==> src/rtl/link_stats_pkg.sv <==
package link_stats_pkg;

  typedef enum logic [3:0] {
    SEL_PKT_SHORT = 4'h0,
    SEL_PKT_LONG  = 4'h1,
    SEL_IN1_BEATS = 4'h2,
    SEL_IN2_BEATS = 4'h3,
    SEL_OUT1_BEATS = 4'h4,
    SEL_OUT2_BEATS = 4'h5,
    SEL_NACK_TX   = 4'h6,
    SEL_NACK_RX   = 4'h7,
    SEL_REQ_TX    = 4'h8,
    SEL_REQ_RX    = 4'h9,
    SEL_DISP_ERR  = 4'ha,
    SEL_TBL_MISS  = 4'hb,
    SEL_RETRY_TX  = 4'hc,
    SEL_RETRY_RX  = 4'hd
  } stat_sel_e;

  localparam int unsigned NUM_SHORT = 5;  // pkt, in1, in2, out1, out2
  localparam int unsigned NUM_EVENT = 8;  // 0x6 .. 0xd in order

endpackage

==> src/rtl/stat_window_ctr.sv <==
module stat_window_ctr #(
  parameter int unsigned WIN_LOG = 10,
  parameter int unsigned CNT_W   = WIN_LOG + 1
) (
  input  logic             clk,
  input  logic             rst_n,
  input  logic             win_end,
  input  logic             inc,
  output logic [CNT_W-1:0] last_win
);

  localparam logic [CNT_W-1:0] WIN_LEN = CNT_W'(1) << WIN_LOG;

  logic [CNT_W-1:0] acc_q, acc_d, acc_sum;
  logic [CNT_W-1:0] last_q, last_d;

  always_comb begin
    acc_sum = acc_q + CNT_W'(inc);
    if (win_end) begin
      acc_d  = '0;
      last_d = acc_sum;
    end else begin
      acc_d  = acc_sum;
      last_d = last_q;
    end
  end

  always_ff @(posedge clk or negedge rst_n) begin
    if (!rst_n) begin
      acc_q  <= '0;
      last_q <= '0;
    end else begin
      acc_q  <= acc_d;
      last_q <= last_d;
    end
  end

  assign last_win = last_q;

  // published value only moves at a window end
  a_r5_hold_between_ends: assert property (@(posedge clk) disable iff (!rst_n)
    !win_end |=> $stable(last_q));

  // a window can never hold more beats than it has cycles
  a_r5_window_cap: assert property (@(posedge clk) disable iff (!rst_n)
    (acc_q <= WIN_LEN) && (last_q <= WIN_LEN));

endmodule

==> src/rtl/stat_total_ctr.sv <==
module stat_total_ctr #(
  parameter int unsigned CNT_W = 32
) (
  input  logic             clk,
  input  logic             rst_n,
  input  logic             inc,
  output logic [CNT_W-1:0] total
);

  logic [CNT_W-1:0] cnt_q, cnt_d;
  logic             at_max;

  always_comb begin
    at_max = &cnt_q;
    cnt_d  = cnt_q;
    if (inc && !at_max) cnt_d = cnt_q + CNT_W'(1);
  end

  always_ff @(posedge clk or negedge rst_n) begin
    if (!rst_n) cnt_q <= '0;
    else        cnt_q <= cnt_d;
  end

  assign total = cnt_q;

  // once full, the total stays full
  a_r7_sat_sticky: assert property (@(posedge clk) disable iff (!rst_n)
    (&total) |=> (&total));

  // totals never decrease between resets
  a_r6_monotonic: assert property (@(posedge clk) disable iff (!rst_n)
    1'b1 |=> (total >= $past(total)));

endmodule

==> src/rtl/link_stats_bank.sv <==
module link_stats_bank
  import link_stats_pkg::*;
#(
  parameter int unsigned SHORT_LOG = 10,
  parameter int unsigned LONG_LOG  = 20,
  parameter int unsigned TOT_W     = 32,
  parameter int unsigned DATA_W    = 32
) (
  input  logic              clk,
  input  logic              rst_n,
  input  logic              in1_valid,
  input  logic              in1_ready,
  input  logic              in2_valid,
  input  logic              in2_ready,
  input  logic              out1_valid,
  input  logic              out1_ready,
  input  logic              out2_valid,
  input  logic              out2_ready,
  input  logic              pkt_start,
  input  logic              nack_tx,
  input  logic              nack_rx,
  input  logic              req_tx,
  input  logic              req_rx,
  input  logic              disp_err,
  input  logic              tbl_miss,
  input  logic              retry_tx,
  input  logic              retry_rx,
  input  logic [3:0]        rd_addr,
  output logic [DATA_W-1:0] rd_data
);

  localparam int unsigned SHORT_W = SHORT_LOG + 1;
  localparam int unsigned LONG_W  = LONG_LOG + 1;

  // ---- reset release synchronizer ----
  logic [1:0] rst_sync_q;
  logic       rst_int_n;

  always_ff @(posedge clk or negedge rst_n) begin
    if (!rst_n) rst_sync_q <= 2'b00;
    else        rst_sync_q <= {rst_sync_q[0], 1'b1};
  end
  assign rst_int_n = rst_sync_q[1];

  // ---- free-running cycle counter marking window ends ----
  logic [LONG_LOG-1:0] cyc_q, cyc_d;
  logic                short_end, long_end;

  always_comb begin
    cyc_d     = cyc_q + LONG_LOG'(1);
    short_end = &cyc_q[SHORT_LOG-1:0];
    long_end  = &cyc_q;
  end

  always_ff @(posedge clk or negedge rst_int_n) begin
    if (!rst_int_n) cyc_q <= '0;
    else            cyc_q <= cyc_d;
  end

  // ---- short-window counters ----
  logic [NUM_SHORT-1:0] short_inc;
  logic [SHORT_W-1:0]   short_val [NUM_SHORT];

  assign short_inc = {out2_valid & out2_ready,
                      out1_valid & out1_ready,
                      in2_valid  & in2_ready,
                      in1_valid  & in1_ready,
                      pkt_start};

  for (genvar g = 0; g < NUM_SHORT; g++) begin : g_short
    stat_window_ctr #(
      .WIN_LOG (SHORT_LOG),
      .CNT_W   (SHORT_W)
    ) u_win (
      .clk      (clk),
      .rst_n    (rst_int_n),
      .win_end  (short_end),
      .inc      (short_inc[g]),
      .last_win (short_val[g])
    );
  end

  // ---- long-window packet counter ----
  logic [LONG_W-1:0] long_val;

  stat_window_ctr #(
    .WIN_LOG (LONG_LOG),
    .CNT_W   (LONG_W)
  ) u_long_win (
    .clk      (clk),
    .rst_n    (rst_int_n),
    .win_end  (long_end),
    .inc      (pkt_start),
    .last_win (long_val)
  );

  // ---- saturating event totals ----
  logic [NUM_EVENT-1:0] ev_inc;
  logic [TOT_W-1:0]     ev_val [NUM_EVENT];

  assign ev_inc = {retry_rx, retry_tx, tbl_miss, disp_err,
                   req_rx, req_tx, nack_rx, nack_tx};

  for (genvar e = 0; e < NUM_EVENT; e++) begin : g_event
    stat_total_ctr #(
      .CNT_W (TOT_W)
    ) u_tot (
      .clk   (clk),
      .rst_n (rst_int_n),
      .inc   (ev_inc[e]),
      .total (ev_val[e])
    );
  end

  // ---- read select and output register ----
  logic [DATA_W-1:0] sel_d;

  always_comb begin
    sel_d = '0;
    case (rd_addr)
      SEL_PKT_SHORT:  sel_d = DATA_W'(short_val[0]);
      SEL_PKT_LONG:   sel_d = DATA_W'(long_val);
      SEL_IN1_BEATS:  sel_d = DATA_W'(short_val[1]);
      SEL_IN2_BEATS:  sel_d = DATA_W'(short_val[2]);
      SEL_OUT1_BEATS: sel_d = DATA_W'(short_val[3]);
      SEL_OUT2_BEATS: sel_d = DATA_W'(short_val[4]);
      SEL_NACK_TX:    sel_d = DATA_W'(ev_val[0]);
      SEL_NACK_RX:    sel_d = DATA_W'(ev_val[1]);
      SEL_REQ_TX:     sel_d = DATA_W'(ev_val[2]);
      SEL_REQ_RX:     sel_d = DATA_W'(ev_val[3]);
      SEL_DISP_ERR:   sel_d = DATA_W'(ev_val[4]);
      SEL_TBL_MISS:   sel_d = DATA_W'(ev_val[5]);
      SEL_RETRY_TX:   sel_d = DATA_W'(ev_val[6]);
      SEL_RETRY_RX:   sel_d = DATA_W'(ev_val[7]);
      default:        sel_d = '0;
    endcase
  end

  always_ff @(posedge clk or negedge rst_int_n) begin
    if (!rst_int_n) rd_data <= '0;
    else            rd_data <= sel_d;
  end

  // spare addresses read zero one cycle later
  a_r8_spare_zero: assert property (@(posedge clk) disable iff (!rst_int_n)
    (rd_addr >= 4'he) |=> (rd_data == '0));

  // the long window end always coincides with a short window end
  a_r2_nested_ends: assert property (@(posedge clk) disable iff (!rst_int_n)
    long_end |-> short_end);

endmodule

==> config.mk <==
export PLATFORM = sky130hd
export DESIGN_NAME = link_stats_bank
export DESIGN_NICKNAME = d
export VERILOG_FILES = /design/src/rtl/link_stats_pkg.sv /design/src/rtl/stat_window_ctr.sv /design/src/rtl/stat_total_ctr.sv /design/src/rtl/link_stats_bank.sv
export SDC_FILE = /design/constraint.sdc
export NUM_CORES = 1
export LEC_CHECK = 0
export ABC_AREA = 0
export BUFFER_PORTS_ARGS = -buffer_cell sky130_fd_sc_hd__buf_2
export CAP_MARGIN = 10
export CORE_ASPECT_RATIO = 0.5
export CORE_UTILIZATION = 49
export DETAILED_ROUTE_END_ITERATION = 8
export PLACE_DENSITY = 0.73
export SLEW_MARGIN = 20
export SYNTH_ARGS = -nofsm -noshare
export SYNTH_HDL_FRONTEND = slang
export SYNTH_SLANG_ARGS = --single-unit
==> constraint.sdc <==
create_clock -name clk -period 12.6 [get_ports clk]
set_clock_uncertainty 0.15 [all_clocks]
set_input_delay 1.26 -clock clk [delete_from_list [all_inputs] [get_ports clk]]
set_output_delay 1.26 -clock clk [all_outputs]
set_load 0.05 [all_outputs]
======== Word-level counts from Yosys, hierarchy flattened ========
Cells that the tools add are included.
word-level totals
  ROM bits ................................ 0
  logic and storage cells ................. 89
  register bits after elaboration ......... 462
  input port bits ......................... 23
  memories kept ........................... 0
  bits in latches ......................... 0
  output and inout bits ................... 32
  RAM bits ................................ 0
operators by class
  shift-type cells ........................ 0
  mux-type cells .......................... 7
  $add $sub $neg .......................... 15
  bitwise gates (word level) .............. 4
  multiply operators ...................... 0
  $lt $le $gt $ge ......................... 0
  equal/unequal tests ..................... 13
  reduce and logical (&&, ||, !) cells .... 27
  div/mod/pow operators ................... 0
operator list
  kind                                                  number
  case mux 32 bit (14 select lines)                     1
  adder 32 x 1 -> 32 bit (second input constant)        8
  AND reduction 32 bit                                  8
  adder 11 x 1 -> 11 bit                                5
  two-way mux 11 bit                                    5
  equality test 4 bit (second input constant)           6
  adder 21 x 1 -> 21 bit                                1
  two-way mux 21 bit                                    1
  adder 20 x 1 -> 20 bit (second input constant)        1
  AND reduction 20 bit                                  1
  equality test 4 x 3 -> 1 bit (second input constant)  4
  AND reduction 10 bit                                  1
  equality test 4 x 2 -> 1 bit (second input constant)  2
  logical AND 1 bit                                     8
  logical NOT 1 bit                                     8
  bitwise AND 1 bit                                     4
  equality test 4 x 1 -> 1 bit (second input constant)  1
  logical NOT 4 bit                                     1

======== Depth between registers and ports, before layout ========
Gate-level depths: netlist (run 1).
  word-level depth ........................ 3
  gate-level depth with buffers ........... 8
  gate-level depth less buffers ........... 8

======== Modules after synthesis ========
From an unflattened synthesis (run 1), not the netlist that was laid out.
second synthesis, totals
  cells, all modules ...................... 2214
  area total of the unflattened synthesis .. 23337.4 um^2
by module, submodules not included
  module                                  cells an instance  sequential area each (um^2)  instances  area an instance (um^2)
  stat_total_ctr                          146                800.8                        8          1580.3
  stat_window_ctr (g_short[0].u_win ...)  83                 550.5                        5          923.4
  link_stats_bank                         453                1351.3                       1          4265.3
  stat_window_ctr (u_long_win)            178                1051.0                       1          1813.0

======== Worst setup path before layout (run 1) ========
No wires, ideal clock.
  kind .................................... input-to-reg
  start point ............................. input port req_tx
  end point ............................... register g_event[2].u_tot.cnt_q[23]
  data required time ...................... 12.327 ns
  path slack .............................. 9.505 ns
  cell stages on the path ................. 6
  setup time .............................. 0.123 ns
  arrival time ............................ 2.822 ns
  path through ............................ clkbuf_1 nand4_1 or4_1 a311oi_1 nand4_1 xnor2_1
on the way
  longest elaborated chain between the ends .. 1
RTL lines
  item                  RTL line               RTL
  from (decl)           link_stats_bank.sv:22  input logic req_tx,
  logical AND 1 bit     stat_total_ctr.sv:16   if (inc && !at_max) cnt_d = cnt_q + CNT_W'(1);
  to (signal assigned)  stat_total_ctr.sv:21   else cnt_q <= cnt_d;
  to (decl)             stat_total_ctr.sv:10   logic [CNT_W-1:0] cnt_q, cnt_d;
No other way between the ends.
A chain may end at the register's enable or synchronous reset.

======== Final worst setup path (run 1) ========
  start point ............................. register cyc_q[4]
  end point ............................... register g_short[3].u_win.last_q[1]
on the way
  longest elaborated chain between the ends .. 1
RTL lines
  item                    RTL line               RTL
  from (decl)             link_stats_bank.sv:46  logic [LONG_LOG-1:0] cyc_q, cyc_d;
  from (signal assigned)  link_stats_bank.sv:57  else cyc_q <= cyc_d;
  AND reduction 10 bit    link_stats_bank.sv:51  short_end = &cyc_q[SHORT_LOG-1:0];
  to (signal assigned)    stat_window_ctr.sv:34  last_q <= last_d;
  to (decl)               stat_window_ctr.sv:15  logic [CNT_W-1:0] last_q, last_d;
No other way between the ends.

==> results.toml, run 1 <==
[power_and_ir_drop]
total_power_mw = 3.70
ir_drop_uv = 90.2
sw_frac_of_total_pct = 29.5
power.density_nw_per_um2 = 151
p_seq_share_pct = 50.9
p_leak_nw = 10.7
pwr-share-clk_pct = 36.9
p_comb_share_pct = 12.2
p_switching_mw = 1.09
p_int_mw = 2.61

[clocking]
post_cts_resized = 0
tritoncts = "yes"
clock_sinks = 462
h-tree-depth = 2
post_cts_buffers = 0
hold_buffers = 0
root_buffer = "clkbuf_16"
clk_pin_slew_ns = 0.07
clock_path_buffers = 3
numCtsBuffers = 43
insertion_delay_ns = 0.57

[timing]
fin_crit_ns = 3.14
timing_hold_violations_final = 0
slew_headroom_pct = 19.8
drv_slew = 0
rsz0062_at_grt = "no"
fmax_mhz = 319
finalSetupViolCount = 0
tightest_slew_ns = 1.19
fin_crit_sh_pct = 24.9
finalSetupTns_ns = 0

[floorplanning]
start_util_pct = 50.2
die-height_um = 152
ios = 55
dieArea_um2 = 46000
core_um2 = 44100
row_count = 54
fp.dieW_um = 302

[setup_path]
critPathLaunchType = "flip-flop"
crit_path_top_delay_cell = "buf_4"
r2r_slack_ns = 9.46
critPathMaxFanout = 104
cp_cell_sequence = "nand4_1 -> or2_2 -> nor2_4 -> buf_4 -> buf_4 -> mux2_2"
worst-path-buf-inv = 2
cpPeakStageDelay_ns = 0.83
r2r_cells = 6
cp.arrival_ns = 3.43
r2r-start = "cyc_q[4]"
critPathTopFamily = "buffers and inverters"
r2r_end = "g_short[3].u_win.last_win[1]"
required_ns = 12.89
crit_top_cell = "buf_4"
path_class = "reg -> reg"
crit_path_end_kind = "flip-flop"

[run]
cap_violations = 0

[global_routing]
grt_overflow = 0
grt_max_degree = 179
grt_pass1_wl_um = 98500
antenna_found_initial = 0
grt_pass1_vias = 16300
grtUsageTotal_pct = 27.9

[synthesis]
syn_inst = 2129
avgSynthCellArea_um2 = 10.4
synth_nets = 2173
synthTopCellsByCount = "dfrtp_1, nor2_1, xnor2_1"
synth_top_area_cell = "dfrtp_1"
yosys_warnings = 0
synth_area_um2 = 22100
synth_top_cell_area_share_pct = 52.3
synth-edff-count = 0
synth_flop_cell = "dfrtp_1"
synth-async-reset-ratio_pct = 100
ys_types = 62
seq_area_frac_synth_pct = 52.3
synth_area_leaders = "dfrtp_1, xnor2_1, xor2_1"
yosysMostFrequentCell = "dfrtp_1"
synth-seq-cells = 462

[place]
dpl-instance-area_um2 = 23000
hpwl_um = 46100
port_buffers = 54
globalplace.congestion = 0.988

[cells_and_area]
drive_above_1_share_pct = 9.26
syn_to_final_growth_pct = 11.2
final_util_pct = 55.8
stdcell_area_um2 = 24600
n_fill_cell = 3778
final_nets = 2214

[min_path]
hp-class = "reg -> async"

[drt]
drc = 0
wl_per_cell_um = 22.7
post_drt_via_cell_ratio = 6.23
vias = 17400
dr.pass1.iters = 9
drt_iter0_drc = 2339
ant_nets = 0
wirelength_um = 63200

[status]
status = "completed"
-- through the flow --
stage	setup slack, ns	hold WS, ns	cells
2_1_floorplan	4.92	0.181	2129
3_3_place_gp	9.18	0.189	2711
3_5_place_dp	9.13	0.199	2711
4_1_cts	9.34	0.215	2789
5_1_grt	9.28	0.121	2791
6_report	9.46	0.0924	2792
-- cell type report --
type,count,area (um2),area share [%]
Sequential cell,462,11600,47.1
Multi-Input combinational cell,1552,10100,41.3
Clock buffer,60,1290,5.26
Tap cell,588,736,2.99
Timing Repair Buffer,82,533,2.17
Clock inverter,18,185,0.754
Inverter,29,109,0.443
Antenna cell,1,2.50,0.0102
-- routing by layer --
layer	routed length [um]	part of all wire [%]	vias up	track usage (%)
met5	0	0	-	0
met4	2260	3.6	0	9.38
met3	4900	7.8	133	3.49
met2	27300	43	767	40.4
met1	28800	46	8714	43.1
li1	-	-	7793	-
-- power by group through the flow --
| stage | logic [mW] | registers (mW) | clock network, mW |
|---|---|---|---|
| CTS | 0.446 | 1.88 | 1.38 |
| global route | 0.507 | 1.90 | 1.44 |
| detailed placement | 0.441 | 1.91 | 0 |
| global placement | 0.427 | 1.90 | 0 |
| floorplan | 0.295 | 1.85 | 0 |
| finish | 0.451 | 1.88 | 1.37 |
-- worst max-delay path by stage --
stage | start | endpoint | slack, ns | cells past startpoint
5_1_grt | cyc_q[4] | g_short[3].u_win.last_win[0] | 9.28 | 6
6_report | cyc_q[4] | g_short[3].u_win.last_win[1] | 9.46 | 6
3_3_place_gp | rd_addr[1] | rd_data[2] | 9.18 | 7
3_5_place_dp | rd_addr[1] | rd_data[2] | 9.13 | 7
4_1_cts | rst_sync_q[1] | g_event[4].u_tot.total[24] | 9.34 | 2
2_1_floorplan | rst_sync_q[1] | cyc_q[0] | 4.92 | 0
-- flip-flops by register name, indices dropped and copies added (netlist names) --
name,cells
rd_data,32
u_long_win.acc_q,21
g_event.u_tot.total,256
g_short.u_win.last_win,55
cyc_q,20
rst_sync_q,2
g_short.u_win.acc_q,55
u_long_win.last_win,21
-- cell families (layout without fill, tap and decap cells) --
group / after synthesis / count (layout) / synth area share (%)
buf+inv: 115 / 189 / 2.05
xor+xnor: 317 / 317 / 12.6
simple gates: 919 / 919 / 21.7
other cells: 1 / 2 / 0.0170
flops: 462 / 462 / 52.3
compound gates: 266 / 266 / 8.80
mux: 28 / 28 / 1.41
fa+ha+maj: 21 / 21 / 1.19
-- worst register-to-register path, cell delays in order, from the launching register on --
cell	delay, ns
dfrtp_1	0.41
nand4_1	0.17
or2_2	0.38
nor2_4	0.11
buf_4	0.47
buf_4	0.86
mux2_2	0.46
-- layout by cell type (no fill, tap or decap), types with 22 or more instances in the layout --
master	n
dfrtp_1	461
nor2_1	211
xnor2_1	182
nand3_1	166
nand2_1	142
xor2_1	135
nand4_1	118
a21oi_1	86
nor3_1	61
and3_1	55
buf_2	54
clkbuf_16	45
a22oi_1	38
a22o_1	36
and4_1	33
nor4_1	29
inv_1	29
a221oi_1	27
a222oi_1	26
buf_4	25
mux2_2	24
nor2b_1	22
Note: power is estimated with default switching activity, not from simulation.
==> inputs of run 2 (changes only) <==
--- a/config.mk
+++ b/config.mk
@@ -11,7 +11,7 @@
 export CORE_ASPECT_RATIO = 0.5
 export CORE_UTILIZATION = 49
 export DETAILED_ROUTE_END_ITERATION = 8
-export PLACE_DENSITY = 0.73
+export PLACE_DENSITY = 0.71
 export SLEW_MARGIN = 20
 export SYNTH_ARGS = -nofsm -noshare
 export SYNTH_HDL_FRONTEND = slang
==> constraint.sdc (replaced) <==
create_clock -name clk -period 2.9 [get_ports clk]
set_clock_uncertainty 0.15 [all_clocks]
set_input_delay 0.29 -clock clk [delete_from_list [all_inputs] [get_ports clk]]
set_output_delay 0.29 -clock clk [all_outputs]
set_load 0.05 [all_outputs]
==> results.toml, run 2 (same netlist as run 1, synthesis figures left out) <==
[run]
cap_violations = 0

[place]
dp_slack_ns = 0.248
placed_cells = 2763
hpwl_um = 46900
globalplace.congestion = 1.01
port_buffers = 54

[drt]
ant_nets = 0
dr.pass1.iters = 9
post_drt_via_cell_ratio = 6.20
vias = 17700
drc = 4
drt_iter0_drc = 2318
wl_per_cell_um = 22.1
wirelength_um = 63200

[floorplanning]
fp.dieW_um = 302
ios = 55
row_count = 54
core_um2 = 44100
die-height_um = 152
dieArea_um2 = 46000
start_util_pct = 50.2

[power_and_ir_drop]
power.density_nw_per_um2 = 652
p_leak_nw = 11.1
ir_drop_uv = 390

[setup_path]
cp.arrival_ns = 2.97
worst-path-buf-inv = 0
path_class = "reg -> reg"
cp_cell_sequence = "nand4_1 -> or4_4 -> or4_4 -> nand2_1 -> mux2_1"
critPathMaxFanout = 14
required_ns = 3.19
r2r_cells = 5
crit_top_cell = "or4_4"
r2r_end = "g_event[6].u_tot.total[1]"
crit_path_end_kind = "flip-flop"
crit_path_top_delay_cell = "or4_4"
critPathTopFamily = "simple AND/OR/NAND/NOR gates"
critPathLaunchType = "flip-flop"
cpPeakStageDelay_ns = 0.65
r2r_slack_ns = 0.22
r2r-start = "g_event[6].u_tot.total[4]"

[global_routing]
grt_max_degree = 75
grtUsageTotal_pct = 27.7
grt_pass1_wl_um = 98600
antenna_found_initial = 2
grt_overflow = 0
grt_pass1_vias = 16800

[clocking]
insertion_delay_ns = 0.56
numCtsBuffers = 44
post_cts_buffers = 0
clk_pin_slew_ns = 0.07
clock_path_buffers = 3
root_buffer = "clkbuf_16"
post_cts_resized = 0
clock_sinks = 462
h-tree-depth = 2
tritoncts = "yes"

[timing]
timing_hold_violations_final = 0
fin_crit_sh_pct = 92.4
fmax_mhz = 373
whs_ns = 0.0645
fin_crit_ns = 2.68
rsz0062_at_grt = "no"
drv_slew = 0
slew_headroom_pct = 45.3
finalSetupViolCount = 0
setup_slack_ns = 0.221
tightest_slew_ns = 0.813
finalSetupTns_ns = 0

[cells_and_area]
final_nets = 2273
largest_register_ffs = 256
syn_to_final_growth_pct = 14.3
final_common_cell = "dfrtp_1"
mostFrequentLayoutCells = "dfrtp_1, nor2_1, xnor2_1"
stdcell_count = 2852
drive_above_1_share_pct = 11.4

[status]
status = "complete, but fails checks"
violations = "DRC"

[min_path]
hp-class = "in -> reg"
holdPathEnd = "g_short[3].u_win.last_win[0]"
hold_depth = 4
hold_start = "out1_ready"
run 2: cell count changes in the layout (fill, tap and decap cells not counted), moves of 2 or more:
cell and change:
bufinv_16 +4, buf_4 +39, buf_12 +13, buf_16 -2, dlygate4sd3_1 +8
run 2: worst max-delay path by stage:
stage	startpoint	to	slack, ns	cells after the start
6_report	g_event[6].u_tot.total[4]	g_event[6].u_tot.total[1]	0.22	5
5_1_grt	g_event[6].u_tot.total[4]	g_event[6].u_tot.total[1]	0.16	5
4_1_cts	g_event[4].u_tot.total[26]	g_event[4].u_tot.total[31]	0.24	6
3_5_place_dp	g_event[4].u_tot.total[0]	g_event[4].u_tot.total[31]	0.25	7
3_3_place_gp	g_event[4].u_tot.total[26]	g_event[4].u_tot.total[31]	0.28	6
2_1_floorplan	rst_sync_q[1]	cyc_q[0]	-1.77	0
run 2: worst register-to-register path: cells and delay by family (launching register included):
family	cells	cell delay, ns
DFF	1	0.48
muxes	1	0.34
and+or+nand+nor	4	1.59
run 2: final cells by class:
cell class,instances,area (um2)
Antenna cell,1,2.50
Clock buffer,58,1270
Clock inverter,22,304
Fill cell,3736,18800
Inverter,29,109
Multi-Input combinational cell,1552,10100
Sequential cell,462,11600
Tap cell,588,736
Timing Repair Buffer,140,1110
run 2: layer usage:
metal  up-vias  track usage, %  routed length (um)
met5         -               0                  13
met4         2            7.67                1850
met3       132            6.13                6150
met2       813            40.4               27100
met1      8810            41.5               28000
li1       7928               -                   -
run 2: per-stage QoR:
stage / util (%) / total power, mW / cell area (um2)
finish: 57.3 / 16.5 / 25300
global route: 57.3 / 17.1 / 25200
CTS: 57.3 / 16.5 / 25200
detailed placement: 53.5 / 10.2 / 23600
global placement: 53.5 / 10.1 / 23600
floorplan: - / 9.32 / 22100
run 2: report_power, final:
| group | internal [mW] | leakage [nW] | switching [mW] | total, mW |
|---|---|---|---|---|
| Combinational | 0.886 | 4.45 | 1.25 | 2.13 |
| Clock | 3.73 | 0.783 | 2.58 | 6.31 |
| Sequential | 7.12 | 5.85 | 0.915 | 8.03 |
run 2: what timing repair did:
action | in CTS | in global routing
hold buffers | 8 | 0
setup endpoints to repair | 0 | 0
hold endpoints to repair | 20 | 0
==> inputs of run 3 (changes only) <==
--- a/config.mk
+++ b/config.mk
@@ -12,6 +12,7 @@
 export CORE_UTILIZATION = 49
 export DETAILED_ROUTE_END_ITERATION = 8
 export PLACE_DENSITY = 0.71
+export RECOVER_POWER = 25
 export SLEW_MARGIN = 20
 export SYNTH_ARGS = -nofsm -noshare
 export SYNTH_HDL_FRONTEND = slang
==> results.toml, run 3 (same netlist as run 1, synthesis figures left out) <==
[global_routing]
grt_max_degree = 75
grt_overflow = 0
grt_pass1_vias = 16800
grtUsageTotal_pct = 27.7
grt_pass1_wl_um = 98600
antenna_found_initial = 2

[cells_and_area]
largest_register_ffs = 256
drive_above_1_share_pct = 11.4
stdcell_area_um2 = 25200
final_nets = 2273
mostFrequentLayoutCells = "dfrtp_1, nor2_1, xnor2_1"
syn_to_final_growth_pct = 14.0
seqCellArea_um2 = 11600
n_fill_cell = 3747
multiInputGateArea_um2 = 10100
final_common_cell = "dfrtp_1"
final_util_pct = 57.2

[place]
hpwl_um = 46900
globalplace.congestion = 1.01
dpl-instance-area_um2 = 23600
port_buffers = 54
dp_slack_ns = 0.248

[setup_path]
critPathLaunchType = "flip-flop"
r2r_slack_ns = 0.23
crit_path_end_kind = "flip-flop"
critPathMaxFanout = 14
cp.arrival_ns = 2.96
path_class = "reg -> reg"
required_ns = 3.19

[floorplanning]
core_um2 = 44100
dieArea_um2 = 46000
fp.dieW_um = 302
start_util_pct = 50.2
row_count = 54
die-height_um = 152
ios = 55

[run]
cap_violations = 0

[power_and_ir_drop]
power.density_nw_per_um2 = 653
ir_drop_uv = 391
p_leak_nw = 11.1

[clocking]
numCtsBuffers = 44
clock_path_buffers = 3
h-tree-depth = 2
root_buffer = "clkbuf_16"
clk_pin_slew_ns = 0.07
insertion_delay_ns = 0.56
tritoncts = "yes"
clock_sinks = 462

[drt]
drc = 0
wirelength_um = 63300
post_drt_via_cell_ratio = 6.21
wl_per_cell_um = 22.2
dr.pass1.iters = 6
ant_nets = 0
vias = 17700
drt_iter0_drc = 2549

[timing]
tightest_slew_ns = 1.16
timing_hold_violations_final = 0
fin_crit_sh_pct = 92.1
fin_crit_ns = 2.67
whs_ns = 0.0612
finalSetupViolCount = 0
setup_slack_ns = 0.228
drv_slew = 0
fmax_mhz = 374
slew_headroom_pct = 22.4
rsz0062_at_grt = "no"

[status]
status = "completed"

[min_path]
hp-class = "in -> reg"
-- run 3: cell count changes in the layout (fill, tap and decap cells not counted), sizes merged --
cell,previous run,this run
clkbuf,58,63
buf,132,127
-- run 3: timing repair --
action | 4_1_cts | 5_1_grt
setup buffers | 0 | 0
resized for setup | 0 | 0
hold buffers | 8 | 0
hold endpoints to repair | 20 | 0
-- run 3: final timing paths --
| check | from | endpoint | cells after the start |
|---|---|---|---|
| hold reg to reg | rst_sync_q[1] | g_event[3].u_tot.total[5] | 0 |
| hold / removal | out1_ready | g_short[3].u_win.last_win[0] | 4 |
| min in group asynchronous | rst_sync_q[1] | g_event[3].u_tot.total[5] | 0 |
| setup / recovery | g_event[6].u_tot.total[4] | g_event[6].u_tot.total[1] | 5 |
| max in group asynchronous | rst_sync_q[1] | g_short[1].u_win.last_win[1] | 2 |
| setup reg to reg | g_event[6].u_tot.total[4] | g_event[6].u_tot.total[1] | 5 |
-- run 3: layout make-up --
cell class | instances | share of cell area [%]
sequential | 462 | 45.9
timing repair buffer | 140 | 4.19
antenna | 1 | 0.00993
tap | 588 | 2.92
multi-input combinational | 1552 | 40.3
inverter | 29 | 0.432
clock inverter | 22 | 1.21
clock buffer | 58 | 5.06
-- run 3: metrics by stage --
step	setup TNS (ns)	instances	total power [mW]
final	0	2852	16.5
after global placement	0	2763	10.1
after CTS	0	2851	16.5
after global routing	0	2851	17.1
after detailed placement	0	2763	10.2
after floorplan	-812.18	2129	9.32
-- run 3: report_power, final --
part           switching [mW]  total [mW]  leakage [nW]  internal [mW]
logic                    1.24        2.12          4.43          0.877
registers               0.914        8.03          5.85           7.12
clock network            2.58        6.31         0.783           3.73
total                    4.73        16.5          11.1           11.7
-- run 3: layer usage --
layer  vias to the layer above  track usage [%]  share of wire, %
met5                         -                0             0.021
met4                         2             7.67               2.9
met3                       131             6.13               9.9
met2                       819             40.4                43
met1                      8849             41.5                44
li1                       7924                -                 -
-- run 3: critical path, cell delays in order (launching register included) --
cell,delay (ns)
dfrtp_1,0.48
nand4_1,0.22
or4_4,0.55
or4_4,0.65
nand2_1,0.16
mux2_1,0.34
